<file path="config.mk">
export PLATFORM = sky130hd
export DESIGN_NAME = convseq_top
export DESIGN_NICKNAME = d
export VERILOG_FILES = /design/src/rtl/convseq_pkg.sv /design/src/rtl/convseq_prescaler.sv /design/src/rtl/convseq_regs.sv /design/src/rtl/convseq_chdata.sv /design/src/rtl/convseq_fsm.sv /design/src/rtl/convseq_top.sv
export SDC_FILE = /design/constraint.sdc
export NUM_CORES = 1
export LEC_CHECK = 0
export BUFFER_PORTS_ARGS = -buffer_cell sky130_fd_sc_hd__buf_2
export CORE_MARGIN = 2
export CORE_UTILIZATION = 40
export CTS_CLUSTER_SIZE = 14
export DETAILED_ROUTE_END_ITERATION = 12
export MAX_ROUTING_LAYER = met4
export PLACE_DENSITY = 0.6
export SETUP_SLACK_MARGIN = 0.1
export SLEW_MARGIN = 40
export SYNTH_ARGS = -nofsm -noshare
export SYNTH_HDL_FRONTEND = slang
export SYNTH_SLANG_ARGS = --single-unit
</file>
<file path="constraint.sdc">
create_clock -name clk -period 2.3 [get_ports clk]
set_input_delay 0.69 -clock clk [delete_from_list [all_inputs] [get_ports clk]]
set_output_delay 0.69 -clock clk [all_outputs]
set_load 0.005 [all_outputs]
</file>
<file path="src/rtl/convseq_pkg.sv">
package convseq_pkg;

    localparam int BUS_W      = 16;
    localparam int ADR_CTRL   = 0;
    localparam int ADR_STAT   = 1;
    localparam int ADR_SCAN   = 2;
    localparam int ADR_DIV    = 3;
    localparam int ADR_CHBASE = 16;

    localparam int CB_EN    = 0;
    localparam int CB_MODE  = 1;
    localparam int CB_RPT   = 2;
    localparam int CB_IEN   = 3;
    localparam int CB_ADDR  = 4;
    localparam int CB_START = 8;
    localparam int CB_STOP  = 9;

    localparam int SB_EOC  = 0;
    localparam int SB_BUSY = 1;

    localparam int NEW_BIT = 15;

    typedef enum logic [1:0] {
        SQ_IDLE = 2'd0,
        SQ_REQ  = 2'd1,
        SQ_GAP  = 2'd2
    } seq_state_e;

    typedef struct packed {
        logic en;
        logic scan_mode;
        logic repeat_on;
        logic irq_en;
    } ctrl_flags_t;

endpackage

</file>
<file path="src/rtl/convseq_prescaler.sv">
module convseq_prescaler #(
    parameter int DIV_W = 6
) (
    input  logic             clk,
    input  logic             rst,
    input  logic             en,
    input  logic [DIV_W-1:0] div_val,
    output logic             tick
);

    logic [DIV_W-1:0] cnt_q;

    assign tick = en && (cnt_q >= div_val);

    always_ff @(posedge clk) begin
        if (rst || !en) begin
            cnt_q <= '0;
        end else if (tick) begin
            cnt_q <= '0;
        end else begin
            cnt_q <= cnt_q + 1'b1;
        end
    end

    // after a strobe, the next one comes only when the divider is zero
    p_tick_spacing_r11: assert property (@(posedge clk) disable iff (rst)
        tick |=> (!tick || div_val == '0));

    // no strobe while disabled
    p_tick_gated_r11: assert property (@(posedge clk) disable iff (rst)
        !en |-> !tick);

endmodule

</file>
<file path="src/rtl/convseq_regs.sv">
module convseq_regs
    import convseq_pkg::*;
#(
    parameter int NUM_CH = 8,
    parameter int DIV_W  = 6,
    parameter int ADDR_W = 5,
    parameter int CH_W   = 3
) (
    input  logic              clk,
    input  logic              rst,
    input  logic              bus_sel,
    input  logic              bus_wr,
    input  logic [ADDR_W-1:0] bus_addr,
    input  logic [BUS_W-1:0]  bus_wdata,
    output logic [BUS_W-1:0]  bus_rdata,
    output ctrl_flags_t       flags,
    output logic [CH_W-1:0]   ch_addr,
    output logic [NUM_CH-1:0] scan_map,
    output logic [DIV_W-1:0]  div_val,
    output logic              start_p,
    output logic              stop_p,
    input  logic              eoc_set,
    input  logic              busy,
    output logic              irq,
    output logic              ch_rd_en,
    output logic [CH_W-1:0]   ch_rd_idx,
    input  logic [BUS_W-1:0]  ch_rd_word
);

    logic              hit_ctrl, hit_stat, hit_scan, hit_div, hit_ch;
    logic              wr_ctrl, wr_stat, wr_scan, wr_div, rd_any;
    logic [ADDR_W-1:0] ch_off;
    logic [BUS_W-1:0]  rd_word;
    logic [BUS_W-1:0]  rdata_q;
    logic              eoc_q;
    logic              unused_wbits;

    assign unused_wbits = ^bus_wdata;

    assign hit_ctrl = (bus_addr == ADDR_W'(ADR_CTRL));
    assign hit_stat = (bus_addr == ADDR_W'(ADR_STAT));
    assign hit_scan = (bus_addr == ADDR_W'(ADR_SCAN));
    assign hit_div  = (bus_addr == ADDR_W'(ADR_DIV));
    assign ch_off   = bus_addr - ADDR_W'(ADR_CHBASE);
    assign hit_ch   = (bus_addr >= ADDR_W'(ADR_CHBASE)) && (int'(ch_off) < NUM_CH);

    assign wr_ctrl = bus_sel && bus_wr && hit_ctrl;
    assign wr_stat = bus_sel && bus_wr && hit_stat;
    assign wr_scan = bus_sel && bus_wr && hit_scan;
    assign wr_div  = bus_sel && bus_wr && hit_div;
    assign rd_any  = bus_sel && !bus_wr;

    assign ch_rd_en  = rd_any && hit_ch;
    assign ch_rd_idx = CH_W'(ch_off);

    always_ff @(posedge clk) begin
        if (rst) begin
            flags    <= '0;
            ch_addr  <= '0;
            scan_map <= '0;
            div_val  <= '0;
            start_p  <= 1'b0;
            stop_p   <= 1'b0;
        end else begin
            start_p <= wr_ctrl && bus_wdata[CB_START];
            stop_p  <= wr_ctrl && bus_wdata[CB_STOP];
            if (wr_ctrl) begin
                flags.en        <= bus_wdata[CB_EN];
                flags.scan_mode <= bus_wdata[CB_MODE];
                flags.repeat_on <= bus_wdata[CB_RPT];
                flags.irq_en    <= bus_wdata[CB_IEN];
                ch_addr         <= bus_wdata[CB_ADDR +: CH_W];
            end
            if (wr_scan) scan_map <= bus_wdata[NUM_CH-1:0];
            if (wr_div)  div_val  <= bus_wdata[DIV_W-1:0];
        end
    end

    always_ff @(posedge clk) begin
        if (rst) begin
            eoc_q <= 1'b0;
        end else if (eoc_set) begin
            eoc_q <= 1'b1;
        end else if (wr_stat && bus_wdata[SB_EOC]) begin
            eoc_q <= 1'b0;
        end
    end

    assign irq = eoc_q && flags.irq_en;

    always_comb begin
        rd_word = '0;
        if (hit_ctrl) begin
            rd_word[CB_EN]            = flags.en;
            rd_word[CB_MODE]          = flags.scan_mode;
            rd_word[CB_RPT]           = flags.repeat_on;
            rd_word[CB_IEN]           = flags.irq_en;
            rd_word[CB_ADDR +: CH_W]  = ch_addr;
        end else if (hit_stat) begin
            rd_word[SB_EOC]  = eoc_q;
            rd_word[SB_BUSY] = busy;
        end else if (hit_scan) begin
            rd_word[NUM_CH-1:0] = scan_map;
        end else if (hit_div) begin
            rd_word[DIV_W-1:0] = div_val;
        end else if (hit_ch) begin
            rd_word = ch_rd_word;
        end
    end

    always_ff @(posedge clk) begin
        if (rst) begin
            rdata_q <= '0;
        end else if (rd_any) begin
            rdata_q <= rd_word;
        end
    end

    assign bus_rdata = rdata_q;

    // a write of 1 clears the flag unless a completion lands in the same cycle
    p_eoc_w1c_r8: assert property (@(posedge clk) disable iff (rst)
        (wr_stat && bus_wdata[SB_EOC] && !eoc_set) |=> !eoc_q);

    // the flag stays set until a write of 1
    p_eoc_sticky_r8: assert property (@(posedge clk) disable iff (rst)
        (eoc_q && !(wr_stat && bus_wdata[SB_EOC])) |=> eoc_q);

endmodule

</file>
<file path="src/rtl/convseq_chdata.sv">
module convseq_chdata
    import convseq_pkg::*;
#(
    parameter int NUM_CH = 8,
    parameter int RES_W  = 10,
    parameter int CH_W   = 3
) (
    input  logic             clk,
    input  logic             rst,
    input  logic             res_we,
    input  logic [CH_W-1:0]  res_ch,
    input  logic [RES_W-1:0] res_data,
    input  logic             rd_en,
    input  logic [CH_W-1:0]  rd_idx,
    output logic [BUS_W-1:0] rd_word
);

    localparam int PAD_W = BUS_W - 1 - RES_W;

    logic [NUM_CH-1:0][RES_W-1:0] dat_all;
    logic [NUM_CH-1:0]            new_all;

    for (genvar g = 0; g < NUM_CH; g++) begin : g_chan
        logic [RES_W-1:0] dat_q;
        logic             new_q;
        logic             hit_wr, hit_rd;

        assign hit_wr = res_we && (res_ch == CH_W'(g));
        assign hit_rd = rd_en && (rd_idx == CH_W'(g));

        always_ff @(posedge clk) begin
            if (rst) begin
                dat_q <= '0;
                new_q <= 1'b0;
            end else if (hit_wr) begin
                dat_q <= res_data;
                new_q <= 1'b1;
            end else if (hit_rd) begin
                new_q <= 1'b0;
            end
        end

        assign dat_all[g] = dat_q;
        assign new_all[g] = new_q;
    end

    assign rd_word = {new_all[rd_idx], {PAD_W{1'b0}}, dat_all[rd_idx]};

    // a stored result always comes with a raised fresh flag
    p_new_on_result_r10: assert property (@(posedge clk) disable iff (rst)
        res_we |=> new_all[$past(res_ch)]);

    // a read without a simultaneous result clears the flag
    p_new_read_clear_r10: assert property (@(posedge clk) disable iff (rst)
        (rd_en && !(res_we && res_ch == rd_idx)) |=> !new_all[$past(rd_idx)]);

endmodule

</file>
<file path="src/rtl/convseq_fsm.sv">
module convseq_fsm
    import convseq_pkg::*;
#(
    parameter int NUM_CH = 8,
    parameter int RES_W  = 10,
    parameter int CH_W   = 3
) (
    input  logic              clk,
    input  logic              rst,
    input  ctrl_flags_t       flags,
    input  logic [CH_W-1:0]   ch_addr,
    input  logic [NUM_CH-1:0] scan_map,
    input  logic              start_p,
    input  logic              stop_p,
    output logic              conv_req,
    output logic [CH_W-1:0]   conv_ch,
    input  logic              conv_ack,
    input  logic [RES_W-1:0]  conv_data,
    output logic              res_we,
    output logic [CH_W-1:0]   res_ch,
    output logic [RES_W-1:0]  res_data,
    output logic              eoc_set,
    output logic              busy
);

    seq_state_e      state_q, state_d;
    logic [CH_W-1:0] cur_q, cur_d;
    logic            first_found, next_found, halt;
    logic [CH_W-1:0] first_idx, next_idx;

    // lowest selected channel, and lowest selected channel above the current one
    always_comb begin
        first_found = 1'b0;
        first_idx   = '0;
        next_found  = 1'b0;
        next_idx    = '0;
        for (int i = NUM_CH - 1; i >= 0; i--) begin
            if (scan_map[i]) begin
                first_found = 1'b1;
                first_idx   = CH_W'(i);
                if (i > int'(cur_q)) begin
                    next_found = 1'b1;
                    next_idx   = CH_W'(i);
                end
            end
        end
    end

    assign halt = stop_p || !flags.en;

    always_comb begin
        state_d = state_q;
        cur_d   = cur_q;
        res_we  = 1'b0;
        eoc_set = 1'b0;
        case (state_q)
            SQ_IDLE: begin
                if (start_p) begin
                    if (!flags.scan_mode) begin
                        cur_d   = ch_addr;
                        state_d = SQ_REQ;
                    end else if (first_found) begin
                        cur_d   = first_idx;
                        state_d = SQ_REQ;
                    end
                end
            end
            SQ_REQ: begin
                if (conv_ack) begin
                    res_we = 1'b1;
                    if (!flags.scan_mode) begin
                        eoc_set = 1'b1;
                        state_d = flags.repeat_on ? SQ_GAP : SQ_IDLE;
                    end else if (next_found) begin
                        cur_d   = next_idx;
                        state_d = SQ_GAP;
                    end else begin
                        eoc_set = 1'b1;
                        if (flags.repeat_on && first_found) begin
                            cur_d   = first_idx;
                            state_d = SQ_GAP;
                        end else begin
                            state_d = SQ_IDLE;
                        end
                    end
                end
            end
            SQ_GAP:  state_d = SQ_REQ;
            default: state_d = SQ_IDLE;
        endcase
        if (halt) begin
            state_d = SQ_IDLE;
            res_we  = 1'b0;
            eoc_set = 1'b0;
        end
    end

    always_ff @(posedge clk) begin
        if (rst) begin
            state_q <= SQ_IDLE;
            cur_q   <= '0;
        end else begin
            state_q <= state_d;
            cur_q   <= cur_d;
        end
    end

    assign conv_req = (state_q == SQ_REQ);
    assign conv_ch  = cur_q;
    assign res_ch   = cur_q;
    assign res_data = conv_data;
    assign busy     = (state_q != SQ_IDLE);

    // channel held while the request waits
    p_ch_hold_r12: assert property (@(posedge clk) disable iff (rst)
        (conv_req && !conv_ack) |=> (!conv_req || $stable(conv_ch)));

    // request drops after an acknowledge
    p_req_drop_r12: assert property (@(posedge clk) disable iff (rst)
        (conv_req && conv_ack) |=> !conv_req);

    // stop idles the sequencer
    p_stop_idle_r6: assert property (@(posedge clk) disable iff (rst)
        stop_p |=> !busy);

    // no request while disabled
    p_disabled_quiet_r7: assert property (@(posedge clk) disable iff (rst)
        !flags.en |=> !conv_req);

    // a one-shot single conversion ends after its result
    p_oneshot_done_r2: assert property (@(posedge clk) disable iff (rst)
        (res_we && !flags.scan_mode && !flags.repeat_on) |=> !busy);

endmodule

</file>
<file path="src/rtl/convseq_top.sv">
module convseq_top
    import convseq_pkg::*;
#(
    parameter int NUM_CH = 8,
    parameter int RES_W  = 10,
    parameter int DIV_W  = 6,
    parameter int ADDR_W = 5,
    localparam int CH_W  = $clog2(NUM_CH)
) (
    input  logic              clk,
    input  logic              rst,
    input  logic              bus_sel,
    input  logic              bus_wr,
    input  logic [ADDR_W-1:0] bus_addr,
    input  logic [15:0]       bus_wdata,
    output logic [15:0]       bus_rdata,
    output logic              conv_req,
    output logic [CH_W-1:0]   conv_ch,
    input  logic              conv_ack,
    input  logic [RES_W-1:0]  conv_data,
    output logic              conv_tick,
    output logic              irq
);

    ctrl_flags_t       flags;
    logic [CH_W-1:0]   ch_addr;
    logic [NUM_CH-1:0] scan_map;
    logic [DIV_W-1:0]  div_val;
    logic              start_p, stop_p, eoc_set, busy;
    logic              ch_rd_en;
    logic [CH_W-1:0]   ch_rd_idx;
    logic [BUS_W-1:0]  ch_rd_word;
    logic              res_we;
    logic [CH_W-1:0]   res_ch;
    logic [RES_W-1:0]  res_data;

    convseq_regs #(
        .NUM_CH(NUM_CH), .DIV_W(DIV_W), .ADDR_W(ADDR_W), .CH_W(CH_W)
    ) u_regs (
        .clk(clk), .rst(rst),
        .bus_sel(bus_sel), .bus_wr(bus_wr), .bus_addr(bus_addr),
        .bus_wdata(bus_wdata), .bus_rdata(bus_rdata),
        .flags(flags), .ch_addr(ch_addr), .scan_map(scan_map), .div_val(div_val),
        .start_p(start_p), .stop_p(stop_p), .eoc_set(eoc_set), .busy(busy),
        .irq(irq), .ch_rd_en(ch_rd_en), .ch_rd_idx(ch_rd_idx), .ch_rd_word(ch_rd_word)
    );

    convseq_fsm #(
        .NUM_CH(NUM_CH), .RES_W(RES_W), .CH_W(CH_W)
    ) u_fsm (
        .clk(clk), .rst(rst), .flags(flags), .ch_addr(ch_addr), .scan_map(scan_map),
        .start_p(start_p), .stop_p(stop_p),
        .conv_req(conv_req), .conv_ch(conv_ch), .conv_ack(conv_ack), .conv_data(conv_data),
        .res_we(res_we), .res_ch(res_ch), .res_data(res_data),
        .eoc_set(eoc_set), .busy(busy)
    );

    convseq_chdata #(
        .NUM_CH(NUM_CH), .RES_W(RES_W), .CH_W(CH_W)
    ) u_chdata (
        .clk(clk), .rst(rst), .res_we(res_we), .res_ch(res_ch), .res_data(res_data),
        .rd_en(ch_rd_en), .rd_idx(ch_rd_idx), .rd_word(ch_rd_word)
    );

    convseq_prescaler #(
        .DIV_W(DIV_W)
    ) u_presc (
        .clk(clk), .rst(rst), .en(flags.en), .div_val(div_val), .tick(conv_tick)
    );

endmodule

</file>
==> flow_metrics.env, run 1 <==
export IMPL_yosysTopAreaCell="dfxtp_1"
export IMPL_ant_nets=0
export IMPL_pre_cts_ws_ps=-186.1
export IMPL_final_area_um2=7724
export IMPL_worstMarginPinSlew_ps=555.8
export IMPL_clock_fmax_mhz=371.6
export IMPL_seq_area_frac_synth_pct=42.72
export IMPL_place_area_um2=7047
export IMPL_die_area_um2=16720
export IMPL_critical_path_class="flip-flop to output pin"
export IMPL_synthCells=647
export IMPL_synth_common_cells="nor2_1 (145), dfxtp_1 (134), mux2i_1 (107)"
export IMPL_grt_overflow=0
export IMPL_synth_cell_type_count=60
export IMPL_crit_required_ps=1610
export IMPL_crit_fanout=2
export IMPL_yosys_warnings=0
export IMPL_hold_viol_final=0
export IMPL_core_area_um2=15260
export IMPL_cts_buffers_inserted=17
export IMPL_row_count=45
export IMPL_grt_pass1_wl_mm=25.12
export IMPL_cts_hold_buf=0
export IMPL_final_setup_skew_ps=8.946
export IMPL_antenna_found_initial=0
export IMPL_synth_most_common_cell="nor2_1"
export IMPL_fin_hold_ws_ps=450.7
export IMPL_max_slew_margin_pct=62.60
export IMPL_power_leakage_nw=2.843
export IMPL_wl_per_cell_um=17.06
export IMPL_h_tree_depth=4
export IMPL_setup_violations=1
export IMPL_cts_clk_slew_worst_paths_ps=60
export IMPL_die_h_um=129.3
export IMPL_clkSinkCount=134
export IMPL_drt_iter0_drc=490
export IMPL_syn_avg_cell_area_um2=9.706
export IMPL_clk_insertion_delay_late_ps=430
export IMPL_synth_edf_count=0
export IMPL_critical_path_arrival_ps=2000
export IMPL_status="finished with violations"
export IMPL_ys_seq_elements=134
export IMPL_synthFlopType="dfxtp_1"
export IMPL_dp_hpwl_mm=11.18
export IMPL_total_power_mw=5.540
export IMPL_die_w_um=129.3
export IMPL_synthDominantCellAreaShare_pct=42.72
export IMPL_drive_above_1_share_pct=24.52
export IMPL_initial_core_util_pct=41.16
export IMPL_rsz0062_at_grt="yes"
export IMPL_place_congestion=0.9008
export IMPL_slew_viol_final=0
export IMPL_postCtsSetupBuffers=0
export IMPL_totalWireLength_mm=15.99
export IMPL_synth_area_um2=6280
export IMPL_drt_vias_per_instance=5.343
export IMPL_async_reset_ff_share_pct=0
export IMPL_grt_max_degree=82
export IMPL_violations="negative setup slack"
export IMPL_max_cap_viol_count=0
export IMPL_nFillCells=1345
export IMPL_via_count=5006
export IMPL_grt_pass1_vias=4751
export IMPL_hp_class="flip-flop to flip-flop"
export IMPL_io_pins=58
export IMPL_min_period_over_period_pct=117.0
export IMPL_clockRootBuffer="clkbuf_16"
export IMPL_num_antenna_cells=0
export IMPL_pwr_density_cell_nw_per_um2=717.2
export IMPL_yosys_top_cells_area="dfxtp_1 (43%), mux2i_1 (17%), nor2_1 (8.7%)"
export IMPL_fin_nets=756
export IMPL_peakVddDrop_mv=0.5340
export IMPL_end_kind="output pin"
export IMPL_drc_errors=0
export IMPL_critPathLaunchType="flip-flop"
export IMPL_track_usage_pct=20.40
export IMPL_fin_ws_ps=-390.8
export IMPL_firstDrtPassIters=5
export IMPL_period_needed_ps=2691
export IMPL_clock_path_buffers=2
export IMPL_numPortBuffers=46
export IMPL_cts_tree="yes"
export IMPL_syn_to_final_growth_pct=22.99
## kinds of logic (layout without fill, tap and decap cells)
group                      Yosys count  count (layout)  share of synthesized area (%)
AOI/OAI and AO/OA                   71              71                          7.471
DFF                                134             134                          42.72
adders and majority gates            7               7                          1.395
muxes                              138             138                          26.74
xor gates and xnor gates             4               4                         0.5580
buffers and inverters               70             145                          4.901
and+or+nand+nor                    222             222                          16.16
other                                1               5                        0.05972
## power by group
group,leakage (nW),switching (mW),internal (mW),total (mW)
clock network,0.315,1.07,1.89,2.95
logic,1.45,0.155,0.0993,0.254
registers,1.08,0.00598,2.33,2.33
## cell type report
cell class              instances  area (um^2)  share of cell area, %
multi-input cells             447         3346                  43.32
flip-flops and latches        134         2690                  34.83
repair buffers                 94        705.7                  9.137
clock buffers                  19        452.9                  5.864
well taps                     211        264.0                  3.418
clock inverters                13        193.9                  2.511
inverters                      19        71.32                 0.9234
## layer usage
metal  vias to the layer above  routed length [um]  share of wire (%)  GRT usage, %
met5                         -                   0                  0             -
met4                         0                 278                1.7         7.033
li1                       2379                   -                  -             -
met3                        26                 935                5.8         4.666
met1                      2413                7355                 46         26.73
met2                       188                7416                 46         31.11
## critical path, stage by stage (launching register included)
cell and delay, ps:
dfxtp_2 330, inv_2 40, ha_4 220, nand2b_4 130
a21o_1 150, a21o_1 160, a211oi_2 200, nor2_1 60
o21a_1 180, buf_2 120
## registers in the layout (all words and copies together), names as in the netlist
register               cells
u_fsm.state_q              2
u_regs.flags               4
u_regs.ch_addr             3
u_fsm.conv_ch              3
u_regs.start_p             1
u_regs.stop_p              1
u_regs.scan_map            8
u_regs.bus_rdata          11
u_chdata.g_chan.dat_q     80
u_chdata.g_chan.new_q      8
u_regs.eoc_q               1
u_presc.cnt_q              6
u_regs.div_val             6
## final timing paths
kind                         start               end  slack, ps  depth (start not counted)
setup / recovery  u_presc.cnt_q[0]         conv_tick       -390                          9
hold / removal       u_regs.stop_p  u_fsm.state_q[0]        450                          1
setup reg to reg  u_fsm.conv_ch[2]  u_fsm.conv_ch[0]        160                          6
hold reg to reg      u_regs.stop_p  u_fsm.state_q[0]        450                          1
## cells in the final DEF (no fill, tap or decap), types with 3 or more instances in the layout
cell type,count
o22ai_1,5
a31oi_1,3
nor2b_1,6
clkbuf_16,17
buf_4,40
nor3_1,10
buf_2,45
inv_6,3
nor2_1,144
mux2i_1,107
nand3_1,9
inv_1,18
mux2_2,8
clkinv_4,4
bufinv_16,4
nand2b_1,10
a21oi_1,17
nand2_1,15
buf_12,9
dfxtp_2,3
o21ai_0,15
a221oi_1,4
nor3b_1,3
ha_1,6
dfxtp_1,130
a22oi_1,4
mux4_2,23
or3_1,3
conb_1,5
## stage by stage
step                cells  setup TNS [ps]  utilization (%)
detailed placement    905           -2212            46.18
finish                937          -390.8            50.62
floorplan             651               0                -
CTS                   937          -472.8            50.55
global placement      905           -1631            46.18
global route          937          -458.9            50.62
## repair_timing
action / in CTS / in global routing
pin swaps: 6 / 2
endpoints found under the setup margin: 1 / 3
resized for setup: 3 / 6
No activity file was read; power rests on OpenSTA's default activity.
==> run 2: changes to the inputs <==
--- a/config.mk
+++ b/config.mk
@@ -6,14 +6,16 @@
 export NUM_CORES = 1
 export LEC_CHECK = 0
 export BUFFER_PORTS_ARGS = -buffer_cell sky130_fd_sc_hd__buf_2
+export CELL_PAD_IN_SITES_DETAIL_PLACEMENT = 0
+export CELL_PAD_IN_SITES_GLOBAL_PLACEMENT = 1
 export CORE_MARGIN = 2
 export CORE_UTILIZATION = 40
-export CTS_CLUSTER_SIZE = 14
 export DETAILED_ROUTE_END_ITERATION = 12
 export MAX_ROUTING_LAYER = met4
-export PLACE_DENSITY = 0.6
+export PLACE_DENSITY = 0.74
 export SETUP_SLACK_MARGIN = 0.1
 export SLEW_MARGIN = 40
 export SYNTH_ARGS = -nofsm -noshare
 export SYNTH_HDL_FRONTEND = slang
+export SYNTH_HIERARCHICAL = 1
 export SYNTH_SLANG_ARGS = --single-unit
==> run 2 against run 1 <==
The flow still finishes with violations (negative setup slack). First-iteration DRC count is 0.61% higher. Synthesized cell count grew 22%. Combinational power up 2%. Core utilization decreased by 2.7 points. Flip-flop and latch count is 5 higher. Clock skew up 6.3 ps. Clock power fell by 14%. Critical path depth fell by 3. Non-clock buffer count is 10 higher. Via count is 15% higher.
==> flow_metrics.env, run 2 <==
export IMPL_status="finished with violations"
export IMPL_violations="negative setup slack"
export IMPL_max_cap_viol_count=0
export IMPL_h_tree_depth=4
export IMPL_synthCells=790
export IMPL_via_count=5775
export IMPL_mostFrequentLayoutCells="nand2_1 (180), dfxtp_1 (129), a21oi_1 (100)"
export IMPL_synth_common_cells="nand2_1 (180), dfxtp_1 (139), a21oi_1 (101)"
export IMPL_peakVddDrop_mv=0.5164
export IMPL_ys_seq_elements=139
export IMPL_period_needed_ps=2307
export IMPL_final_area_um2=8203
export IMPL_row_count=48
export IMPL_numPortBuffers=51
export IMPL_die_w_um=135.7
export IMPL_synthDominantCellAreaShare_pct=40.14
export IMPL_reg2reg_slack_ps=290
export IMPL_grt_overflow=0
export IMPL_clock_fmax_mhz=433.4
export IMPL_endpoint="conv_tick"
export IMPL_fin_ws_ps=-7.468
export IMPL_grt_pass1_vias=5565
export IMPL_ant_nets=0
export IMPL_critical_path_arrival_ps=1620
export IMPL_cts_buffers_inserted=17
export IMPL_drt_iter0_drc=493
export IMPL_cts_hold_buf=0
export IMPL_rsz0062_at_grt="yes"
export IMPL_reg2reg_depth=9
export IMPL_async_reset_ff_share_pct=0
export IMPL_clock_path_buffers=2
export IMPL_die_area_um2=18400
export IMPL_syn_to_final_growth_pct=18.32
export IMPL_synthFlopType="dfxtp_1"
export IMPL_reg2reg_to="u_chdata/g_chan[0].dat_q[0]"
export IMPL_grt_max_degree=84
export IMPL_crit_start="u_presc/cnt_q[4]"
export IMPL_slew_viol_final=0
export IMPL_place_congestion=0.8889
export IMPL_core_area_um2=17120
export IMPL_end_kind="output pin"
export IMPL_hp_class="flip-flop to flip-flop"
export IMPL_final_setup_skew_ps=15.24
export IMPL_max_slew_margin_pct=59.70
export IMPL_synth_most_common_cell="nand2_1"
export IMPL_largest_reg_flops=80
export IMPL_critPathLaunchType="flip-flop"
export IMPL_min_period_over_period_pct=100.3
export IMPL_synth_area_um2=6933
export IMPL_final_common_cell="nand2_1"
export IMPL_yosys_top_cells_area="dfxtp_1 (40%), nand2_1 (9.7%), a21oi_1 (7.3%)"
export IMPL_r2r_start="u_fsm/state_q[1]"
export IMPL_crit_fanout=3
export IMPL_cts_clk_slew_worst_paths_ps=60
export IMPL_seq_area_frac_synth_pct=40.14
export IMPL_power_leakage_nw=3.079
export IMPL_yosys_warnings=6
export IMPL_drc_errors=0
export IMPL_dp_hpwl_mm=13.12
export IMPL_track_usage_pct=21.94
export IMPL_utilization_pct=47.92
export IMPL_drive_above_1_share_pct=24.23
export IMPL_grt_pass1_wl_mm=29.86
export IMPL_crit_required_ps=1610
export IMPL_yosysTopAreaCell="dfxtp_1"
export IMPL_critical_path_class="flip-flop to output pin"
export IMPL_synth_cell_type_count=75
export IMPL_clockRootBuffer="clkbuf_16"
export IMPL_wl_per_cell_um=17.64
export IMPL_firstDrtPassIters=5
export IMPL_fin_nets=877
export IMPL_clkSinkCount=139
export IMPL_setup_violations=1
export IMPL_syn_avg_cell_area_um2=8.776
export IMPL_largest_register="u_chdata/g_chan.dat_q"
export IMPL_totalWireLength_mm=18.91
export IMPL_place_area_um2=7505
export IMPL_die_h_um=135.7
export IMPL_synth_edf_count=0
export IMPL_hold_viol_final=0
export IMPL_drt_vias_per_instance=5.387
export IMPL_pwr_density_cell_nw_per_um2=638.3
export IMPL_antenna_found_initial=1
export IMPL_pre_cts_ws_ps=-273.6
export IMPL_cts_tree="yes"
export IMPL_initial_core_util_pct=40.50
export IMPL_io_pins=58
export IMPL_clk_insertion_delay_late_ps=420
export IMPL_worstMarginPinSlew_ps=589.3
[run 2: area by class of cell]
| cell class | instances | area (um^2) |
|---|---|---|
| Multi-Input combinational cell | 557 | 3700 |
| Timing Repair Buffer | 104 | 808.3 |
| Tap cell | 225 | 281.5 |
| Inverter | 15 | 56.30 |
| Sequential cell | 139 | 2798 |
| Clock buffer | 24 | 491.7 |
| Clock inverter | 7 | 65.06 |
| Fill cell | 1641 | 8914 |
| Antenna cell | 1 | 2.502 |
[run 2: worst min-delay path by stage]
stage	startpoint	end	slack, ps	cells past startpoint
CTS	u_regs/stop_p	u_fsm/state_q[0]	420	1
global placement	u_regs/stop_p	u_fsm/state_q[0]	410	1
detailed placement	u_regs/stop_p	u_fsm/state_q[0]	400	1
floorplan	u_regs/stop_p	u_fsm/state_q[0]	390	1
finish	u_regs/stop_p	u_fsm/state_q[0]	410	1
global route	u_regs/stop_p	u_fsm/state_q[0]	430	1
[run 2: cells by family (layout without fill, tap and decap cells)]
logic type / count (synthesis) / in the layout / share of synthesized area, %
compound gates: 169 / 169 / 14.96
other cells: 1 / 6 / 0.05409
buf+inv: 98 / 150 / 8.013
simple gates: 318 / 318 / 22.40
mux: 54 / 54 / 12.67
xor+xnor: 4 / 4 / 0.5054
flops: 139 / 139 / 40.14
fa+ha+maj: 7 / 7 / 1.263
[run 2: repair_timing]
action                                 in CTS  in global routing
endpoints found under the hold margin       0                  0
resized for setup                          19                  3
pin swaps                                   8                  3
setup endpoints to repair                   1                  8
setup buffers                               7                  1
[run 2: critical path: stages (launching register included)]
cell	delay [ps]
dfxtp_1	350
ha_1	310
nand2_1	60
o21a_1	170
o21ai_1	70
and2_1	130
buf_2	100
[run 2: through the flow]
stage                     hold slack [ps]  total power, mW  instances  TNS (ps)
final                               412.9            5.236       1072    -7.468
after global routing                431.6            5.421       1072    -58.23
after CTS                           416.7            5.285       1070    -9.537
after detailed placement            403.1            2.732       1032     -2804
after global placement              413.1            2.728       1032     -2345
after floorplan                     387.5            2.669        794    -127.0
[run 2: report_power, final]
| group | total, mW | switching (mW) | internal, mW |
|---|---|---|---|
| clock network | 2.55 | 0.968 | 1.59 |
| registers | 2.42 | 0.00589 | 2.42 |
| logic | 0.260 | 0.166 | 0.0941 |
[run 2: per-layer routing]
metal	global-route usage (%)	vias up	routed length [um]
met5	-	-	0
met4	6.539	0	255
met3	4.863	24	968
met2	37.29	158	9621
met1	26.05	2781	8060
li1	-	2812	-
